===== src/rtl/spi_frame_pkg.sv =====
package spi_frame_pkg;

  localparam int FRAME_BITS = 32;
  localparam int ADDR_W     = 5;
  localparam int FIELD_W    = 16;
  localparam int BYTE_W     = 8;

  localparam logic [7:0] CRC_POLY = 8'h1D;
  localparam logic [7:0] CRC_SEED = 8'hFF;
  localparam logic [1:0] RS_FAULT = 2'b11;

  typedef enum logic [2:0] {
    ST_IDLE,
    ST_CMD,
    ST_GAP_MID,
    ST_RSP,
    ST_GAP_END
  } eng_state_t;

  // Byte-wise CRC-8 over a 24-bit payload, result inverted.
  function automatic logic [7:0] frame_crc(input logic [23:0] payload);
    logic [7:0] acc;
    acc = CRC_SEED;
    for (int b = 2; b >= 0; b--) begin
      acc = acc ^ payload[b*8 +: 8];
      for (int k = 0; k < 8; k++) begin
        if (acc[7]) acc = {acc[6:0], 1'b0} ^ CRC_POLY;
        else        acc = {acc[6:0], 1'b0};
      end
    end
    return ~acc;
  endfunction

  function automatic logic [7:0] cmd_byte(input logic wr, input logic [ADDR_W-1:0] addr);
    return {wr, addr, 2'b00};
  endfunction

  function automatic logic [FRAME_BITS-1:0] build_frame(input logic wr,
                                                        input logic [ADDR_W-1:0] addr,
                                                        input logic [FIELD_W-1:0] wdata);
    logic [23:0] body;
    body = {cmd_byte(wr, addr), (wr ? wdata : {FIELD_W{1'b0}})};
    return {body, frame_crc(body)};
  endfunction

endpackage


===== src/rtl/spi_bit_engine.sv =====
module spi_bit_engine #(
  parameter int CLK_DIV    = 4,
  parameter int FRAME_BITS = 32
) (
  input  logic                  clk,
  input  logic                  rst_n,
  input  logic                  start,
  input  logic [FRAME_BITS-1:0] tx_word,
  output logic                  busy,
  output logic                  fin,
  output logic [FRAME_BITS-1:0] rx_word,
  output logic                  sclk,
  output logic                  cs_n,
  output logic                  mosi,
  input  logic                  miso
);
  localparam int DIV_W = (CLK_DIV < 2) ? 1 : $clog2(CLK_DIV);
  localparam int BIT_W = $clog2(FRAME_BITS);
  localparam logic [DIV_W-1:0] DIV_LAST = DIV_W'(CLK_DIV - 1);
  localparam logic [BIT_W-1:0] BIT_LAST = BIT_W'(FRAME_BITS - 1);

  logic                  active;
  logic                  phase_hi;
  logic [DIV_W-1:0]      div_cnt;
  logic [BIT_W-1:0]      bit_cnt;
  logic [FRAME_BITS-1:0] tx_sh;
  logic [FRAME_BITS-1:0] rx_sh;
  logic                  sclk_q, cs_q, fin_q;

  // named events for the checks below
  logic half_end, rise_evt, fall_evt, last_bit;
  assign half_end = active && (div_cnt == DIV_LAST);
  assign rise_evt = half_end && !phase_hi;
  assign fall_evt = half_end && phase_hi;
  assign last_bit = (bit_cnt == BIT_LAST);

  always_ff @(posedge clk or negedge rst_n) begin
    if (!rst_n) begin
      active   <= 1'b0;
      phase_hi <= 1'b0;
      div_cnt  <= '0;
      bit_cnt  <= '0;
      tx_sh    <= '0;
      rx_sh    <= '0;
      sclk_q   <= 1'b0;
      cs_q     <= 1'b1;
      fin_q    <= 1'b0;
    end else begin
      fin_q <= 1'b0;
      if (start && !active) begin
        active   <= 1'b1;
        cs_q     <= 1'b0;
        tx_sh    <= tx_word;
        div_cnt  <= '0;
        bit_cnt  <= '0;
        phase_hi <= 1'b0;
      end else if (active) begin
        div_cnt <= half_end ? '0 : div_cnt + 1'b1;
        if (rise_evt) begin
          sclk_q   <= 1'b1;
          phase_hi <= 1'b1;
          rx_sh    <= {rx_sh[FRAME_BITS-2:0], miso};
        end
        if (fall_evt) begin
          sclk_q   <= 1'b0;
          phase_hi <= 1'b0;
          if (last_bit) begin
            active <= 1'b0;
            cs_q   <= 1'b1;
            fin_q  <= 1'b1;
          end else begin
            bit_cnt <= bit_cnt + 1'b1;
            tx_sh   <= {tx_sh[FRAME_BITS-2:0], 1'b0};
          end
        end
      end
    end
  end

  assign busy    = active;
  assign fin     = fin_q;
  assign rx_word = rx_sh;
  assign sclk    = sclk_q;
  assign cs_n    = cs_q;
  assign mosi    = tx_sh[FRAME_BITS-1];

  AST_SCLK_IDLE_LOW: assert property (@(posedge clk) disable iff (!rst_n)
    cs_n |-> !sclk) else $error("sclk high while deselected");

  AST_MOSI_HOLD_HIGH: assert property (@(posedge clk) disable iff (!rst_n)
    (sclk && $past(sclk)) |-> $stable(mosi)) else $error("mosi moved during sclk high");

  AST_FIN_DESELECTS: assert property (@(posedge clk) disable iff (!rst_n)
    fin |-> cs_n) else $error("frame end without deselect");

endmodule


===== src/rtl/frame_gap_timer.sv =====
module frame_gap_timer #(
  parameter int GAP_CYC = 1250
) (
  input  logic clk,
  input  logic rst_n,
  input  logic load,
  output logic expired
);
  localparam int CNT_W = (GAP_CYC < 2) ? 1 : $clog2(GAP_CYC);
  localparam logic [CNT_W-1:0] CNT_LAST = CNT_W'(GAP_CYC - 1);

  logic [CNT_W-1:0] cnt;
  logic             running;

  always_ff @(posedge clk or negedge rst_n) begin
    if (!rst_n) begin
      cnt     <= '0;
      running <= 1'b0;
    end else if (load) begin
      cnt     <= '0;
      running <= 1'b1;
    end else if (running) begin
      if (cnt == CNT_LAST) running <= 1'b0;
      else                 cnt     <= cnt + 1'b1;
    end
  end

  assign expired = running && (cnt == CNT_LAST) && !load;

endmodule


===== src/rtl/reply_decoder.sv =====
module reply_decoder
  import spi_frame_pkg::*;
#(
  parameter int OUT_W = 32
) (
  input  logic [FRAME_BITS-1:0] rx_word,
  output logic [OUT_W-1:0]      data_ext,
  output logic                  crc_bad,
  output logic                  status_fault
);
  logic signed [FIELD_W-1:0] field;
  assign field        = $signed(rx_word[23:8]);
  assign data_ext     = OUT_W'(field);
  assign crc_bad      = (frame_crc(rx_word[31:8]) != rx_word[7:0]);
  assign status_fault = (rx_word[25:24] == RS_FAULT);
endmodule


===== src/rtl/spi_reg_engine.sv =====
module spi_reg_engine
  import spi_frame_pkg::*;
#(
  parameter int CLK_DIV = 4,
  parameter int GAP_CYC = 1250,
  parameter int OUT_W   = 32
) (
  input  logic               clk,
  input  logic               rst_n,
  input  logic               req_valid,
  output logic               req_ready,
  input  logic [4:0]         req_addr,
  input  logic               req_write,
  input  logic [15:0]        req_wdata,
  output logic               done,
  output logic [OUT_W-1:0]   rd_data,
  output logic               crc_err,
  output logic               status_err,
  output logic               spi_sclk,
  output logic               spi_cs_n,
  output logic               spi_mosi,
  input  logic               spi_miso
);
  localparam int GAPC_W = $clog2(GAP_CYC + 2);
  localparam logic [GAPC_W-1:0] GAP_SAT = GAPC_W'(GAP_CYC);

  eng_state_t            state;
  logic                  accept, frame_start, frame_fin, gap_load, gap_exp;
  logic [FRAME_BITS-1:0] tx_word, rx_word;
  logic                  eng_busy;
  logic [OUT_W-1:0]      dec_data;
  logic                  dec_crc_bad, dec_fault;
  logic                  done_q, crc_q, fault_q;
  logic [OUT_W-1:0]      data_q;

  assign req_ready   = (state == ST_IDLE);
  assign accept      = req_valid && req_ready;
  assign frame_start = accept || (state == ST_GAP_MID && gap_exp);
  assign gap_load    = frame_fin;
  assign tx_word     = (state == ST_IDLE) ? build_frame(req_write, req_addr, req_wdata)
                                          : '0;

  spi_bit_engine #(.CLK_DIV(CLK_DIV), .FRAME_BITS(FRAME_BITS)) u_bits (
    .clk     (clk),
    .rst_n   (rst_n),
    .start   (frame_start),
    .tx_word (tx_word),
    .busy    (eng_busy),
    .fin     (frame_fin),
    .rx_word (rx_word),
    .sclk    (spi_sclk),
    .cs_n    (spi_cs_n),
    .mosi    (spi_mosi),
    .miso    (spi_miso)
  );

  frame_gap_timer #(.GAP_CYC(GAP_CYC)) u_gap (
    .clk     (clk),
    .rst_n   (rst_n),
    .load    (gap_load),
    .expired (gap_exp)
  );

  reply_decoder #(.OUT_W(OUT_W)) u_dec (
    .rx_word      (rx_word),
    .data_ext     (dec_data),
    .crc_bad      (dec_crc_bad),
    .status_fault (dec_fault)
  );

  always_ff @(posedge clk or negedge rst_n) begin
    if (!rst_n) begin
      state   <= ST_IDLE;
      done_q  <= 1'b0;
      crc_q   <= 1'b0;
      fault_q <= 1'b0;
      data_q  <= '0;
    end else begin
      done_q <= 1'b0;
      unique case (state)
        ST_IDLE:    if (accept)    state <= ST_CMD;
        ST_CMD:     if (frame_fin) state <= ST_GAP_MID;
        ST_GAP_MID: if (gap_exp)   state <= ST_RSP;
        ST_RSP: if (frame_fin) begin
          state   <= ST_GAP_END;
          done_q  <= 1'b1;
          data_q  <= dec_data;
          crc_q   <= dec_crc_bad;
          fault_q <= dec_fault;
        end
        ST_GAP_END: if (gap_exp)   state <= ST_IDLE;
        default:                   state <= ST_IDLE;
      endcase
    end
  end

  assign done       = done_q;
  assign rd_data    = data_q;
  assign crc_err    = crc_q;
  assign status_err = fault_q;

  // cycles chip select has been high, saturating; reset counts as a long gap
  logic [GAPC_W-1:0] cs_hi_cnt;
  always_ff @(posedge clk or negedge rst_n) begin
    if (!rst_n)                   cs_hi_cnt <= GAP_SAT;
    else if (!spi_cs_n)           cs_hi_cnt <= '0;
    else if (cs_hi_cnt < GAP_SAT) cs_hi_cnt <= cs_hi_cnt + 1'b1;
  end

  AST_GAP_MIN: assert property (@(posedge clk) disable iff (!rst_n)
    $fell(spi_cs_n) |-> (cs_hi_cnt >= GAP_SAT)) else $error("inter-frame gap too short");

  AST_DONE_SINGLE: assert property (@(posedge clk) disable iff (!rst_n)
    done |=> !done) else $error("done longer than one cycle");

  AST_READY_DESELECTED: assert property (@(posedge clk) disable iff (!rst_n)
    req_ready |-> (spi_cs_n && !eng_busy)) else $error("ready while a frame runs");

  AST_ONE_INFLIGHT: assert property (@(posedge clk) disable iff (!rst_n)
    (req_valid && req_ready) |=> !req_ready) else $error("ready stayed high after accept");

endmodule


===== config.mk =====
export PLATFORM = sky130hd
export DESIGN_NAME = spi_reg_engine
export DESIGN_NICKNAME = d
export VERILOG_FILES = /design/src/rtl/spi_frame_pkg.sv /design/src/rtl/spi_bit_engine.sv /design/src/rtl/frame_gap_timer.sv /design/src/rtl/reply_decoder.sv /design/src/rtl/spi_reg_engine.sv
export SDC_FILE = /design/constraint.sdc
export NUM_CORES = 1
export LEC_CHECK = 0
export ABC_AREA = 1
export CAP_MARGIN = 20
export CORE_AREA = 10 10 126 185
export CTS_BUF_LIST = sky130_fd_sc_hd__clkbuf_4 sky130_fd_sc_hd__clkbuf_8
export CTS_CLUSTER_DIAMETER = 30
export DETAILED_ROUTE_END_ITERATION = 10
export DIE_AREA = 0 0 136 195
export SLEW_MARGIN = 20
export SYNTH_ARGS = -nofsm -noshare
export SYNTH_HDL_FRONTEND = slang
export SYNTH_SLANG_ARGS = --single-unit

===== constraint.sdc =====
create_clock -name clk -period 2.4 [get_ports clk]
set_clock_uncertainty 0.1 [all_clocks]
set_input_delay 0.48 -clock clk [delete_from_list [all_inputs] [get_ports clk]]
set_output_delay 0.48 -clock clk [all_outputs]
set_load 0.05 [all_outputs]

==> results.py, run 1 <==
metrics = {
    "yosys": {
        "ys_ff_latch": 110,
        "yosys_warnings": 0,
        "ys_types": 55,
        "yosysTopAreaCellShare_pct": 34.9,
        "synth_area_sq_um": 7810,
        "ys_seq_area_share_pct": 35.3,
        "synth_area_per_cell_sq_um": 7.03,
        "syn_inst": 1111,
        "synth_top_area_cell": "dfrtp_1",
        "syn_nets": 1142,
        "synth_area_leaders": "dfrtp_1 35%, nand2_1 18%, nand3_1 6.8%, inv_1 5.4%, nand2_2 5.1%",
    },
    "routing": {
        "ant_nets": 0,
        "drt-initial-drc-count": 390,
        "drt-total-wl_um": 22600,
        "first_pass_iters": 7,
        "post_drt_via_cell_ratio": 4.90,
        "num_vias": 7747,
        "post_drt_wl_per_cell_um": 14.3,
        "drt_drc_violations_left": 0,
    },
    "die": {
        "die_h_um": 195,
        "die-area_sq_um": 26500,
        "num_io_pins": 65,
        "initial_core_util_pct": 38.9,
        "fp.dieW_um": 136,
        "coreArea_sq_um": 20100,
        "rows": 64,
    },
    "finish": {
        "drive_above_1_share_pct": 47.7,
        "fin_nets": 1343,
        "final_cell_mix": "234 x nand2_1, 165 x buf_4, 133 x nand2_2",
        "antennaDiodeCount": 0,
        "n_fill_cell": 1771,
        "final_area_sq_um": 11800,
        "layout_commonest_cell": "nand2_1",
        "area_delta_synth_final_pct": 51.1,
    },
    "critical_path": {
        "crit_chain": "inv_2 -> ha_4 -> nand2_4 -> nor2_4 -> nand3_2 -> o21ai_2 -> o211ai_1 -> nor3_2 -> inv_2 -> nor2_4 -> nor2_4 -> a21oi_4 -> buf_12 -> buf_8 -> nand2_8 -> buf_12 -> o211ai_1",
        "rrSetupSlack_ns": -0.34,
        "critPathKind": "register to register",
        "r2r_end": "u_bits.tx_sh[17]",
        "cp-start-kind": "register",
        "max_stage_delay_ns": 0.42,
        "crit_top_cell": "nor2_4",
        "cp_max_fo": 7,
        "worstPathArrival_ns": 2.95,
        "cp_top_family": "simple AND/OR/NAND/NOR gates",
        "r2r-start": "u_gap.cnt[1]",
        "slowest_stage": "dfrtp_1",
        "critPathBufInv": 5,
        "end_kind": "register",
        "r2r_cells": 17,
        "worstPathRequired_ns": 2.61,
    },
    "timing": {
        "fin_ws_ns": -0.337,
        "hold_viol": 0,
        "rsz0062_at_grt": "yes",
        "worstMarginPinSlew_ns": 0.543,
        "fmax_ghz": 0.365,
        "fin_crit_sh_pct": 114,
        "slew_violations": 0,
        "tns_ns": -10.10,
        "max-slew-margin-rel_pct": 63.8,
        "period_needed_ns": 2.74,
        "final-setup-viol-count": 38,
    },
    "placed_design": {
        "placed_area_sq_um": 9530,
        "port_buffers": 64,
        "gp_congestion": 0.844,
        "hpwl_um": 16100,
    },
    "flow_run": {
        "timing.max_cap.violations": 0,
    },
    "pwr": {
        "cellPowerDensity_nw_per_um2": 418,
        "clkPwrFrac_pct": 23.6,
        "max-vdd-ir-drop_mv": 0.308,
        "comb_power_share_pct": 38.8,
        "p_sw_uw": 1880,
        "swShare_pct": 38.1,
        "seq_power_share_pct": 37.6,
        "total_power_uw": 4930,
        "intPower_uw": 3050,
        "p_leak_uw": 0.00576,
    },
    "hold_path": {
        "worstHoldPathType": "input port to register",
        "hold_path_depth": 4,
        "min_to": "u_bits.tx_sh[22]",
        "hold_start": "req_wdata[14]",
    },
    "outcome": {
        "violations": "setup timing",
        "status": "finished with violations",
    },
    "clock_tree": {
        "tritoncts": "yes",
        "insertion_delay_ns": 0.40,
        "clkSlewWorstSetupHoldPaths_ns": 0.12,
        "cts_buffer_depth": 2,
        "cts_sinks": 110,
        "root_buffer": "clkbuf_8",
        "htreeDepth": 3,
        "numCtsBuffers": 9,
    },
    "global_route": {
        "grt_pass1_vias": 7654,
        "grt_pass1_wl_um": 35100,
        "antenna_found_initial": 0,
        "grt_use_total_pct": 15.8,
        "grt.overflow.total": 0,
        "grt_max_degree": 66,
    },
}
==> Yosys cell counts (all sizes together) <==
cell,count
a21oi,27
dfstp,1
nand3,119
o21ai,61
ha,5
a31oi,3
nand4,6
nand2,457
a211oi,1
a21boi,1
or2,5
o22ai,4
or3b,1
a22oi,2
inv,144
dfrtp,109
xnor2,8
nor2,41
o22a,2
o221ai,12
nand3b,4
o31ai,1
nor3,10
nand2b,1
o211ai,2
a2bb2oi,6
clkinv,1
xor2,24
buf,27
o21a,2
a221oi,3
clkbuf,19
a22o,1
mux2i,1
==> through the flow <==
step / setup slack [ns] / util (%) / hold slack, ns / instances
3_3_place_gp: -0.907 / 47.4 / 0.365 / 1518
2_1_floorplan: -0.125 / - / 0.0844 / 1111
4_1_cts: -0.367 / 51.4 / 0.404 / 1559
6_report: -0.337 / 58.7 / 0.359 / 1581
3_5_place_dp: -0.969 / 47.4 / 0.372 / 1518
5_1_grt: -0.576 / 58.7 / 0.369 / 1581
==> state kept, by name, summed over array words and instances (netlist names), 2 cells and up <==
signal and count:
u_gap.cnt 11, u_bits.div_cnt 2, state 3, u_bits.bit_cnt 5
rd_data 16, u_bits.rx_word 32, u_bits.tx_sh 32
==> what timing repair did <==
action	4_1_cts	5_1_grt
endpoints found under the setup margin	38	45
pin swaps	60	129
resized for setup	120	312
setup buffers	23	23
hold endpoints to repair	34	0
cloned	1	4
hold buffers	1	0
==> area by class of cell <==
type | instances | area [sq um] | share of cell area, %
Multi-Input combinational cell | 810 | 5870 | 49.8
Inverter | 145 | 604 | 5.12
Tap cell | 264 | 330 | 2.80
Timing Repair Buffer | 234 | 2020 | 17.1
Clock inverter | 6 | 65.1 | 0.551
Clock buffer | 10 | 131 | 1.11
Sequential cell | 110 | 2760 | 23.4
Timing Repair inverter | 2 | 20.0 | 0.170
==> cell families (layout without fill, tap and decap cells) <==
group                      count (synthesis)  after routing  share of synthesized area, %
AOI/OAI and AO/OA                        128            128                          9.92
DFF                                      110            110                          35.3
muxes                                      1              1                         0.128
xor gates and xnor gates                  32             32                          4.65
buffers and inverters                    191            397                          10.7
and+or+nand+nor                          644            644                          38.6
adders and majority gates                  5              5                         0.801
==> worst max-delay path by stage <==
stage                        from          endpoint  slack [ns]  cells past startpoint
2_1_floorplan           req_write   u_bits.tx_sh[4]       -0.13                     24
3_3_place_gp          req_addr[2]   u_bits.tx_sh[4]       -0.91                     25
3_5_place_dp          req_addr[2]   u_bits.tx_sh[4]       -0.97                     25
4_1_cts              u_gap.cnt[1]  u_bits.tx_sh[11]       -0.37                     16
5_1_grt        u_bits.rx_word[27]           crc_err       -0.58                     22
6_report             u_gap.cnt[1]  u_bits.tx_sh[17]       -0.34                     17
==> metal layers <==
layer / up-vias / track usage (%) / share of wire [%] / wire (um)
met5: - / 0 / 0 / 0
met1: 3650 / 16.2 / 36 / 8210
met3: 50 / 1.88 / 2.5 / 560
met4: 0 / 6.21 / 4.0 / 898
li1: 3904 / - / - / -
met2: 143 / 31.0 / 57 / 12900
==> worst min-delay path, cell delays in order <==
cell and delay (ns):
dlymetal6s2s_1 0.12, buf_4 0.12, nand2_2 0.05, o221ai_2 0.05
==> power by group through the flow <==
| stage | Combinational (uW) | Clock, uW | Sequential (uW) |
|---|---|---|---|
| final | 1910 | 1160 | 1850 |
| after global placement | 1540 | 0 | 1890 |
| after detailed placement | 1550 | 0 | 1890 |
| after floorplan | 1080 | 0 | 1890 |
| after global routing | 2120 | 1260 | 1850 |
| after CTS | 1670 | 1200 | 1850 |
(Power assumes the default switching activity.)
==> inputs of run 2 (changes only) <==
--- a/config.mk
+++ b/config.mk
@@ -9,9 +9,10 @@
 export CAP_MARGIN = 20
 export CORE_AREA = 10 10 126 185
 export CTS_BUF_LIST = sky130_fd_sc_hd__clkbuf_4 sky130_fd_sc_hd__clkbuf_8
-export CTS_CLUSTER_DIAMETER = 30
+export CTS_CLUSTER_DIAMETER = 150
 export DETAILED_ROUTE_END_ITERATION = 10
 export DIE_AREA = 0 0 136 195
+export SKIP_CTS_REPAIR_TIMING = 1
 export SLEW_MARGIN = 20
 export SYNTH_ARGS = -nofsm -noshare
 export SYNTH_HDL_FRONTEND = slang
==> run 2 against run 1 <==
  * The flow still finishes with violations (setup timing)
  * Core utilization decreased by 2.4 points
  * Non-clock buffer count down 12
  * First-iteration DRC count decreased by 15%
  * Combinational power shrank 2%
  * Critical path type unchanged
  * Critical endpoint unchanged
==> results.py, run 2 (same netlist as run 1, synthesis figures left out) <==
metrics = {
    "critical_path": {
        "cp_max_fo": 7,
        "cp_num_cells": 17,
        "r2r_cells": 17,
        "end_kind": "register",
        "crit_chain": "inv_2 -> ha_4 -> nand2_2 -> nor2_4 -> nand3_2 -> o21ai_2 -> o211ai_1 -> nor3_2 -> inv_2 -> nor2_4 -> nor2_4 -> a21oi_4 -> buf_12 -> buf_8 -> nand2_8 -> buf_12 -> o211ai_1",
        "critPathKind": "register to register",
        "worstPathRequired_ns": 2.61,
        "cp_top_family": "simple AND/OR/NAND/NOR gates",
        "max_stage_delay_ns": 0.42,
        "cp-start-kind": "register",
        "slowest_stage": "dfrtp_1",
        "worstPathArrival_ns": 3.05,
        "crit_top_cell": "nor2_4",
        "critPathBufInv": 5,
        "rrSetupSlack_ns": -0.44,
    },
    "clock_tree": {
        "insertion_delay_ns": 0.40,
        "clkSlewWorstSetupHoldPaths_ns": 0.12,
        "tritoncts": "yes",
        "cts_sinks": 110,
        "numCtsBuffers": 9,
        "cts_buffer_depth": 2,
        "root_buffer": "clkbuf_8",
        "htreeDepth": 3,
    },
    "placed_design": {
        "placed_area_sq_um": 9530,
        "gp_congestion": 0.844,
        "port_buffers": 64,
        "hpwl_um": 16100,
        "dp_slack_ns": -0.969,
    },
    "timing": {
        "whs_ns": 0.364,
        "hold_viol": 0,
        "final-setup-viol-count": 38,
        "fmax_ghz": 0.353,
        "max-slew-margin-rel_pct": 63.8,
        "slew_violations": 0,
        "tns_ns": -13.78,
        "period_needed_ns": 2.84,
        "fin_crit_sh_pct": 118,
        "rsz0062_at_grt": "yes",
        "worstMarginPinSlew_ns": 0.543,
        "fin_ws_ns": -0.437,
    },
    "die": {
        "coreArea_sq_um": 20100,
        "rows": 64,
        "fp.dieW_um": 136,
        "die-area_sq_um": 26500,
        "initial_core_util_pct": 38.9,
        "num_io_pins": 65,
        "die_h_um": 195,
    },
    "routing": {
        "num_vias": 7608,
        "post_drt_wl_per_cell_um": 13.9,
        "drt-total-wl_um": 21800,
        "ant_nets": 0,
        "drt-initial-drc-count": 333,
        "post_drt_via_cell_ratio": 4.85,
        "drt_drc_violations_left": 0,
        "first_pass_iters": 4,
    },
    "pwr": {
        "max-vdd-ir-drop_mv": 0.308,
        "cellPowerDensity_nw_per_um2": 432,
        "total_power_uw": 4880,
        "p_leak_uw": 0.00560,
    },
    "global_route": {
        "antenna_found_initial": 0,
        "grt_use_total_pct": 15.4,
        "grt_max_degree": 66,
        "grt.overflow.total": 0,
        "grt_pass1_wl_um": 34100,
        "grt_pass1_vias": 7482,
    },
    "finish": {
        "final_cell_mix": "275 x nand2_1, 151 x buf_4, 125 x nand2_2",
        "fin_nets": 1331,
        "drive_above_1_share_pct": 42.8,
        "area_delta_synth_final_pct": 44.9,
        "layout_commonest_cell": "nand2_1",
        "antennaDiodeCount": 0,
        "final_area_sq_um": 11300,
    },
    "outcome": {
        "status": "finished with violations",
        "violations": "setup timing",
    },
    "flow_run": {
        "timing.max_cap.violations": 0,
    },
    "hold_path": {
        "hold_path_depth": 4,
        "worstHoldPathType": "input port to register",
    },
}
-- run 2: worst paths after layout --
path / from / end
hold / removal: req_wdata[14] / u_bits.tx_sh[22]
setup / recovery: u_gap.cnt[1] / u_bits.tx_sh[17]
max in group asynchronous: rst_n / state[2]
min in group asynchronous: rst_n / rd_data[8]
setup reg to reg: u_gap.cnt[1] / u_bits.tx_sh[17]
hold reg to reg: rd_data[1] / rd_data[1]
-- run 2: final cells by class --
cell class | instances | area (sq um)
well taps | 264 | 330
fillers | 1861 | 8780
clock buffers | 10 | 131
repair buffers | 222 | 1990
inverters | 145 | 589
clock inverters | 6 | 65.1
repair inverters | 2 | 25.0
multi-input cells | 810 | 5420
flip-flops and latches | 110 | 2760
-- run 2: worst register-to-register path: cells and delay by family (launching register included) --
| kind | cells | cell delay [ns] |
|---|---|---|
| flops | 1 | 0.42 |
| simple gates | 7 | 0.96 |
| compound gates | 4 | 0.54 |
| fa+ha+maj | 1 | 0.12 |
| buf+inv | 5 | 0.61 |
-- run 2: power breakdown --
part           total, uW  internal [uW]  switching [uW]
logic               1870            773            1090
registers           1850           1850           0.192
clock network       1160            422             741
-- run 2: per-layer routing --
| layer | GRT usage [%] | vias up | part of all wire [%] |
|---|---|---|---|
| li1 | - | 3871 | - |
| met1 | 16.0 | 3585 | 37 |
| met2 | 29.6 | 110 | 57 |
| met3 | 1.85 | 42 | 2.1 |
| met4 | 6.65 | 0 | 3.4 |
| met5 | 0 | - | 0 |
-- run 2: metrics by stage --
| stage | instances | util (%) |
|---|---|---|
| 2_1_floorplan | 1111 | - |
| 6_report | 1569 | 56.3 |
| 3_3_place_gp | 1518 | 47.4 |
| 5_1_grt | 1569 | 56.3 |
| 4_1_cts | 1534 | 48.4 |
| 3_5_place_dp | 1518 | 47.4 |
==> inputs of run 3 (changes only) <==
--- a/config.mk
+++ b/config.mk
@@ -13,7 +13,6 @@
 export DETAILED_ROUTE_END_ITERATION = 10
 export DIE_AREA = 0 0 136 195
 export SKIP_CTS_REPAIR_TIMING = 1
-export SLEW_MARGIN = 20
 export SYNTH_ARGS = -nofsm -noshare
 export SYNTH_HDL_FRONTEND = slang
 export SYNTH_SLANG_ARGS = --single-unit
==> results of run 3 <==
No change in the layout: final DEF, timing and power equal those of run 2.
